**src/rtl/cfgcmd_pkg.sv**
```systemverilog
package cfgcmd_pkg;
  localparam int CMD_W = 32;
  localparam logic [11:0] OFS_DATA = 12'hA0;
  localparam logic [11:0] OFS_CTRL = 12'hA4;
  localparam logic [11:0] OFS_STAT = 12'hA8;
  localparam logic [CMD_W-1:0] CODE_SHUTDOWN = 32'hC080_0000;
  localparam logic [CMD_W-1:0] CODE_RESET    = 32'hC090_0000;
  localparam logic [CMD_W-1:0] CTRL_KEEP     = ~(32'h3 << 18);
  localparam int STAT_W = 2;

  typedef struct packed {
    logic data;
    logic ctrl;
    logic stat;
  } cfg_sel_t;
endpackage

```
**src/rtl/cfgcmd_decode.sv**
```systemverilog
module cfgcmd_decode
  import cfgcmd_pkg::*;
#(
  parameter int ADDR_W = 12
) (
  input  logic [ADDR_W-1:0] addr,
  input  logic              present,
  input  logic              wr_en,
  input  logic              rd_en,
  output cfg_sel_t          sel,
  output logic              bad_hit
);
  logic hit_data, hit_ctrl, hit_stat, hit_any;

  always_comb begin
    hit_data = (addr == ADDR_W'(OFS_DATA));
    hit_ctrl = (addr == ADDR_W'(OFS_CTRL));
    hit_stat = (addr == ADDR_W'(OFS_STAT));
    hit_any  = hit_data | hit_ctrl | hit_stat;
    sel.data = hit_data & present;
    sel.ctrl = hit_ctrl & present;
    sel.stat = hit_stat & present;
    bad_hit  = hit_any & ~present & (wr_en | rd_en);
  end
endmodule

```
**src/rtl/cfgcmd_engine.sv**
```systemverilog
module cfgcmd_engine
  import cfgcmd_pkg::*;
#(
  parameter int DATA_W = 32
) (
  input  logic              clk,
  input  logic              rst,
  input  logic              ctrl_wr,
  input  logic              stat_wr,
  input  logic [DATA_W-1:0] wr_data,
  output logic [DATA_W-1:0] ctrl_q,
  output logic [STAT_W-1:0] stat_q,
  output logic              shutdown_req,
  output logic              reset_req
);
  logic [DATA_W-1:0] ctrl_next;
  logic              is_shut, is_rst;

  always_comb begin
    ctrl_next = wr_data & DATA_W'(CTRL_KEEP);
    is_shut   = (ctrl_next == DATA_W'(CODE_SHUTDOWN));
    is_rst    = (ctrl_next == DATA_W'(CODE_RESET));
  end

  always_ff @(posedge clk) begin
    if (rst) begin
      ctrl_q       <= '0;
      stat_q       <= '0;
      shutdown_req <= 1'b0;
      reset_req    <= 1'b0;
    end else begin
      shutdown_req <= ctrl_wr & is_shut;
      reset_req    <= ctrl_wr & is_rst;
      if (ctrl_wr) begin
        ctrl_q <= ctrl_next;
        stat_q <= (is_shut | is_rst) ? 2'b01 : 2'b11;
      end else if (stat_wr) begin
        stat_q <= wr_data[STAT_W-1:0];
      end
    end
  end

  // requests are single-cycle pulses
  a_r5_shutdown_single: assert property (@(posedge clk) disable iff (rst)
    shutdown_req |=> !shutdown_req || $past(ctrl_wr));
  a_r6_reset_exclusive: assert property (@(posedge clk) disable iff (rst)
    !(shutdown_req && reset_req));
  // a command write always leaves complete set
  a_r4_complete_set: assert property (@(posedge clk) disable iff (rst)
    ctrl_wr |=> stat_q[0]);
  // error and a request never coexist right after a command
  a_r7_error_no_req: assert property (@(posedge clk) disable iff (rst)
    (shutdown_req || reset_req) |-> stat_q == 2'b01);
  // masked bits never stored
  a_r3_mask_held: assert property (@(posedge clk) disable iff (rst)
    ctrl_q[19:18] == 2'b00);
endmodule

```
**src/rtl/cfgcmd_unit.sv**
```systemverilog
module cfgcmd_unit
  import cfgcmd_pkg::*;
#(
  parameter int ADDR_W = 12,
  parameter int DATA_W = 32
) (
  input  logic              clk,
  input  logic              rst,
  input  logic              unit_present,
  input  logic              wr_en,
  input  logic              rd_en,
  input  logic [ADDR_W-1:0] addr,
  input  logic [DATA_W-1:0] wr_data,
  output logic [DATA_W-1:0] rd_data,
  output logic              shutdown_req,
  output logic              reset_req,
  output logic              bad_access
);
  cfg_sel_t          sel;
  logic              bad_hit;
  logic [DATA_W-1:0] data_q, ctrl_q;
  logic [STAT_W-1:0] stat_q;
  logic [DATA_W-1:0] rd_mux;

  cfgcmd_decode #(.ADDR_W(ADDR_W)) u_dec (
    .addr(addr), .present(unit_present), .wr_en(wr_en), .rd_en(rd_en),
    .sel(sel), .bad_hit(bad_hit)
  );

  cfgcmd_engine #(.DATA_W(DATA_W)) u_eng (
    .clk(clk), .rst(rst),
    .ctrl_wr(wr_en & sel.ctrl), .stat_wr(wr_en & sel.stat),
    .wr_data(wr_data), .ctrl_q(ctrl_q), .stat_q(stat_q),
    .shutdown_req(shutdown_req), .reset_req(reset_req)
  );

  always_comb begin
    rd_mux = '0;
    if (sel.data) rd_mux = data_q;
    if (sel.ctrl) rd_mux = ctrl_q;
    if (sel.stat) rd_mux = DATA_W'(stat_q);
  end

  always_ff @(posedge clk) begin
    if (rst) begin
      data_q     <= '0;
      rd_data    <= '0;
      bad_access <= 1'b0;
    end else begin
      bad_access <= bad_hit;
      if (wr_en && sel.data) data_q <= wr_data;
      if (rd_en) rd_data <= rd_mux;
    end
  end

  // absent unit leaves state untouched and flags the access
  a_r9_absent_stable: assert property (@(posedge clk) disable iff (rst)
    !unit_present |=> $stable(data_q) && $stable(ctrl_q) && $stable(stat_q));
  a_r9_strobe_cause: assert property (@(posedge clk) disable iff (rst)
    bad_access |-> $past(!unit_present && (wr_en || rd_en)));
  a_r9_no_request: assert property (@(posedge clk) disable iff (rst)
    !unit_present |=> !shutdown_req && !reset_req);
  // read data only changes after a read strobe
  a_r10_rdata_hold: assert property (@(posedge clk) disable iff (rst)
    !rd_en |=> $stable(rd_data));
endmodule

```
**config.mk**
```make
export PLATFORM = sky130hd
export DESIGN_NAME = cfgcmd_unit
export DESIGN_NICKNAME = d
export VERILOG_FILES = /design/src/rtl/cfgcmd_pkg.sv /design/src/rtl/cfgcmd_decode.sv /design/src/rtl/cfgcmd_engine.sv /design/src/rtl/cfgcmd_unit.sv
export SDC_FILE = /design/constraint.sdc
export NUM_CORES = 1
export LEC_CHECK = 0
export ABC_AREA = 1
export ABC_CLOCK_PERIOD_IN_PS = 1800
export BUFFER_PORTS_ARGS = -buffer_cell sky130_fd_sc_hd__buf_4
export CAP_MARGIN = 0
export CORE_MARGIN = 4
export CORE_UTILIZATION = 30
export CTS_BUF_LIST = sky130_fd_sc_hd__clkbuf_4
export DETAILED_ROUTE_END_ITERATION = 12
export GPL_ROUTABILITY_DRIVEN = 0
export PLACE_DENSITY_LB_ADDON = 0.3
export SYNTH_ARGS = -nofsm -noshare
export SYNTH_HDL_FRONTEND = slang
export SYNTH_HIERARCHICAL = 1
export SYNTH_SLANG_ARGS = --single-unit
```
**constraint.sdc**
```tcl
create_clock -name clk -period 1.8 [get_ports clk]
set_input_delay 0.18 -clock clk [delete_from_list [all_inputs] [get_ports clk]]
set_output_delay 0.18 -clock clk [all_outputs]
set_load 0.05 [all_outputs]
```
==> metrics.cfg <==
[outcome]
outcome = finished clean

[setup_path]
r2r_slack_ps = 1050
crit_fanout = 2
critical_path_class = reg -> out
start_kind = flip-flop
r2r_cells = 4
crit_start = rd_data[29]
crit_family = flip-flops
cp-endpoint = rd_data[29]
worstReg2RegEnd = rd_data[1]
cpMaxStageDelayCell = dfxtp_1
cp.depth = 1
cp_data_arrival_time_ps = 1060
path_cells = buf_4
crit_buf_inv = 1
endpoint_kind = output port
max_stage_delay_ps = 410
worstPathRequired_ps = 1620
r2r-start = rd_data[1]

[sta]
fin_tns_setup_ps = 0
fin_worst_skew_ps = 19.83
rsz0062_at_grt = no
min_period_over_period = 0.6909
fin_ws_ps = 556.4
fmax_mhz = 804.1
setup_violations = 0
finalMaxSlewViolations = 0
period_minus_slack_ps = 1244
finalHoldViolations = 0

[placement]
io_buffers = 83
place_ws_ps = 120.5
dp.cells = 885
place_hpwl_um = 8194

[grt]
antenna_found_initial = 0
grt.overflow.total = 0
grt_max_degree = 35
grt_pass1_wl_um = 20140
grtUsageTotal = 0.1510
grt_pass1_vias = 4043

[synthesis]
ys.flop_type = dfxtp_1
synth_top_area_cell = dfxtp_1
yosysWarnings = 6
ys_async_sr_fraction = 0
synth-edff-count = 0
netlist_top_cells_area = dfxtp_1, nand2_1, a21oi_1
syn_inst = 641
syn_avg_cell_area_sq_um = 6.814
synth_seq_cells = 99
synth_top_area_share = 0.4537
yosysSeqAreaShare = 0.4537
synthDistinctLibCells = 26
yosys.cell_count.top_type = nand2_1
synth_area_sq_mm = 0.004368
synthTopCellsByCount = nand2_1, dfxtp_1, a21oi_1

[clocking]
cts_resized = 0
root_buffer = clkbuf_4
ctsHtreeMaxLevel = 3
cts_sinks = 99
clkTransAtPathRegs_ps = 160
ctsLongestPathBuffers = 2
cts_setup_buffers = 0
clk_latency_ps = 440
cts_tree = built
cts_buffers = 9

[die]
initial_core_util = 0.3099
die_w_um = 128.7
io_pins = 84
rows = 43
die-height_um = 128.7
core_area_sq_mm = 0.01410
dieArea_sq_mm = 0.01655

[route]
drt_iter0_markers = 267
drt-pass1-iter-count = 4
wl_um = 11980
post-route-drc-count = 0
wl_per_cell_um = 12.84
vias = 4146
via_per_inst = 4.444
ant_nets = 0

[flow_run]
maxCapViolations = 0

[power]
p_leak_uw = 0.002385
peakVddDrop_mv = 0.3077
powerDensity_mw_per_mm2 = 668.4

[layout]
fin_nets = 797
drive_gt1_frac = 0.1819
layout.cells.non_filler = 933
area_growth_pct = 29.85
diodes = 0

[min_path]
holdCritPathClass = in -> reg

[metal layers]
layer | GRT usage | share of wire | up-vias
met5 | 0 | 0 | -
met3 | 0.03155 | 0.042 | 10
li1 | - | - | 2201
met4 | 0.03212 | 0.010 | 0
met1 | 0.2067 | 0.49 | 1862
met2 | 0.2466 | 0.46 | 73
[what timing repair did]
| action | CTS | global route |
|---|---|---|
| setup endpoints to repair | 0 | 0 |
| hold endpoints to repair | 62 | 0 |
| hold buffers | 32 | 0 |
[state kept, by name (all words and copies together), names as in the netlist]
| signal | count |
|---|---|
| u_eng/ctrl_q | 30 |
| u_eng/stat_q | 2 |
| u_eng/reset_req | 1 |
| rd_data | 32 |
| u_eng/shutdown_req | 1 |
| data_q | 32 |
| bad_access | 1 |
[kinds of logic (layout without fill, tap and decap cells)]
group,Yosys count,count (layout),synth area share
other,1,2,0.0008585
DFF,99,99,0.4537
and+or+nand+nor,302,302,0.2804
buffers and inverters,114,225,0.1197
AOI/OAI and AO/OA,125,125,0.1452
[area by class of cell]
cell class,count,area [sq um]
fillers,1578,8424
flip-flops and latches,99,1982
multi-input cells,429,1872
repair buffers,136,1164
inverters,73,274.0
well taps,180,225.2
clock inverters,6,80.08
clock buffers,10,75.07
[metrics by stage]
step | cell area [sq um] | utilization | hold slack, ps | total power (uW)
final | 5672 | 0.4024 | 60.64 | 3791
after global routing | 5672 | 0.4024 | 23.71 | 3962
after CTS | 5672 | 0.4024 | 26.05 | 3848
after detailed placement | 5196 | 0.3686 | 437.7 | 2487
after global placement | 5196 | 0.3686 | 434.2 | 2490
after floorplan | 4372 | - | 249.1 | 2345
[power by group]
part | internal [uW] | switching, uW
Clock | 569 | 728
Sequential | 2190 | 0.789
Combinational | 149 | 151
[worst min-delay path by stage]
stage           startpoint               end  slack (ps)  cells past startpoint
4_1_cts                rst        data_q[25]          30                      2
2_1_floorplan          rst   u_eng/stat_q[0]         250                      1
6_report               rst        data_q[15]          60                      2
3_3_place_gp   wr_data[30]  u_eng/ctrl_q[30]         430                      3
5_1_grt                rst        data_q[25]          20                      2
3_5_place_dp   wr_data[26]  u_eng/ctrl_q[26]         440                      3
[layout by cell type (no fill, tap or decap), drive strengths merged, types with 2 or more instances in the layout]
master,n
clkbuf,10
o21ai,31
inv,73
clkinv,3
a21oi,92
dfxtp,99
dlygate4sd3,32
nand2,222
nor2,40
bufinv,2
nand3,37
buf,104
conb,2
Note: power is estimated with default switching activity, not from simulation.
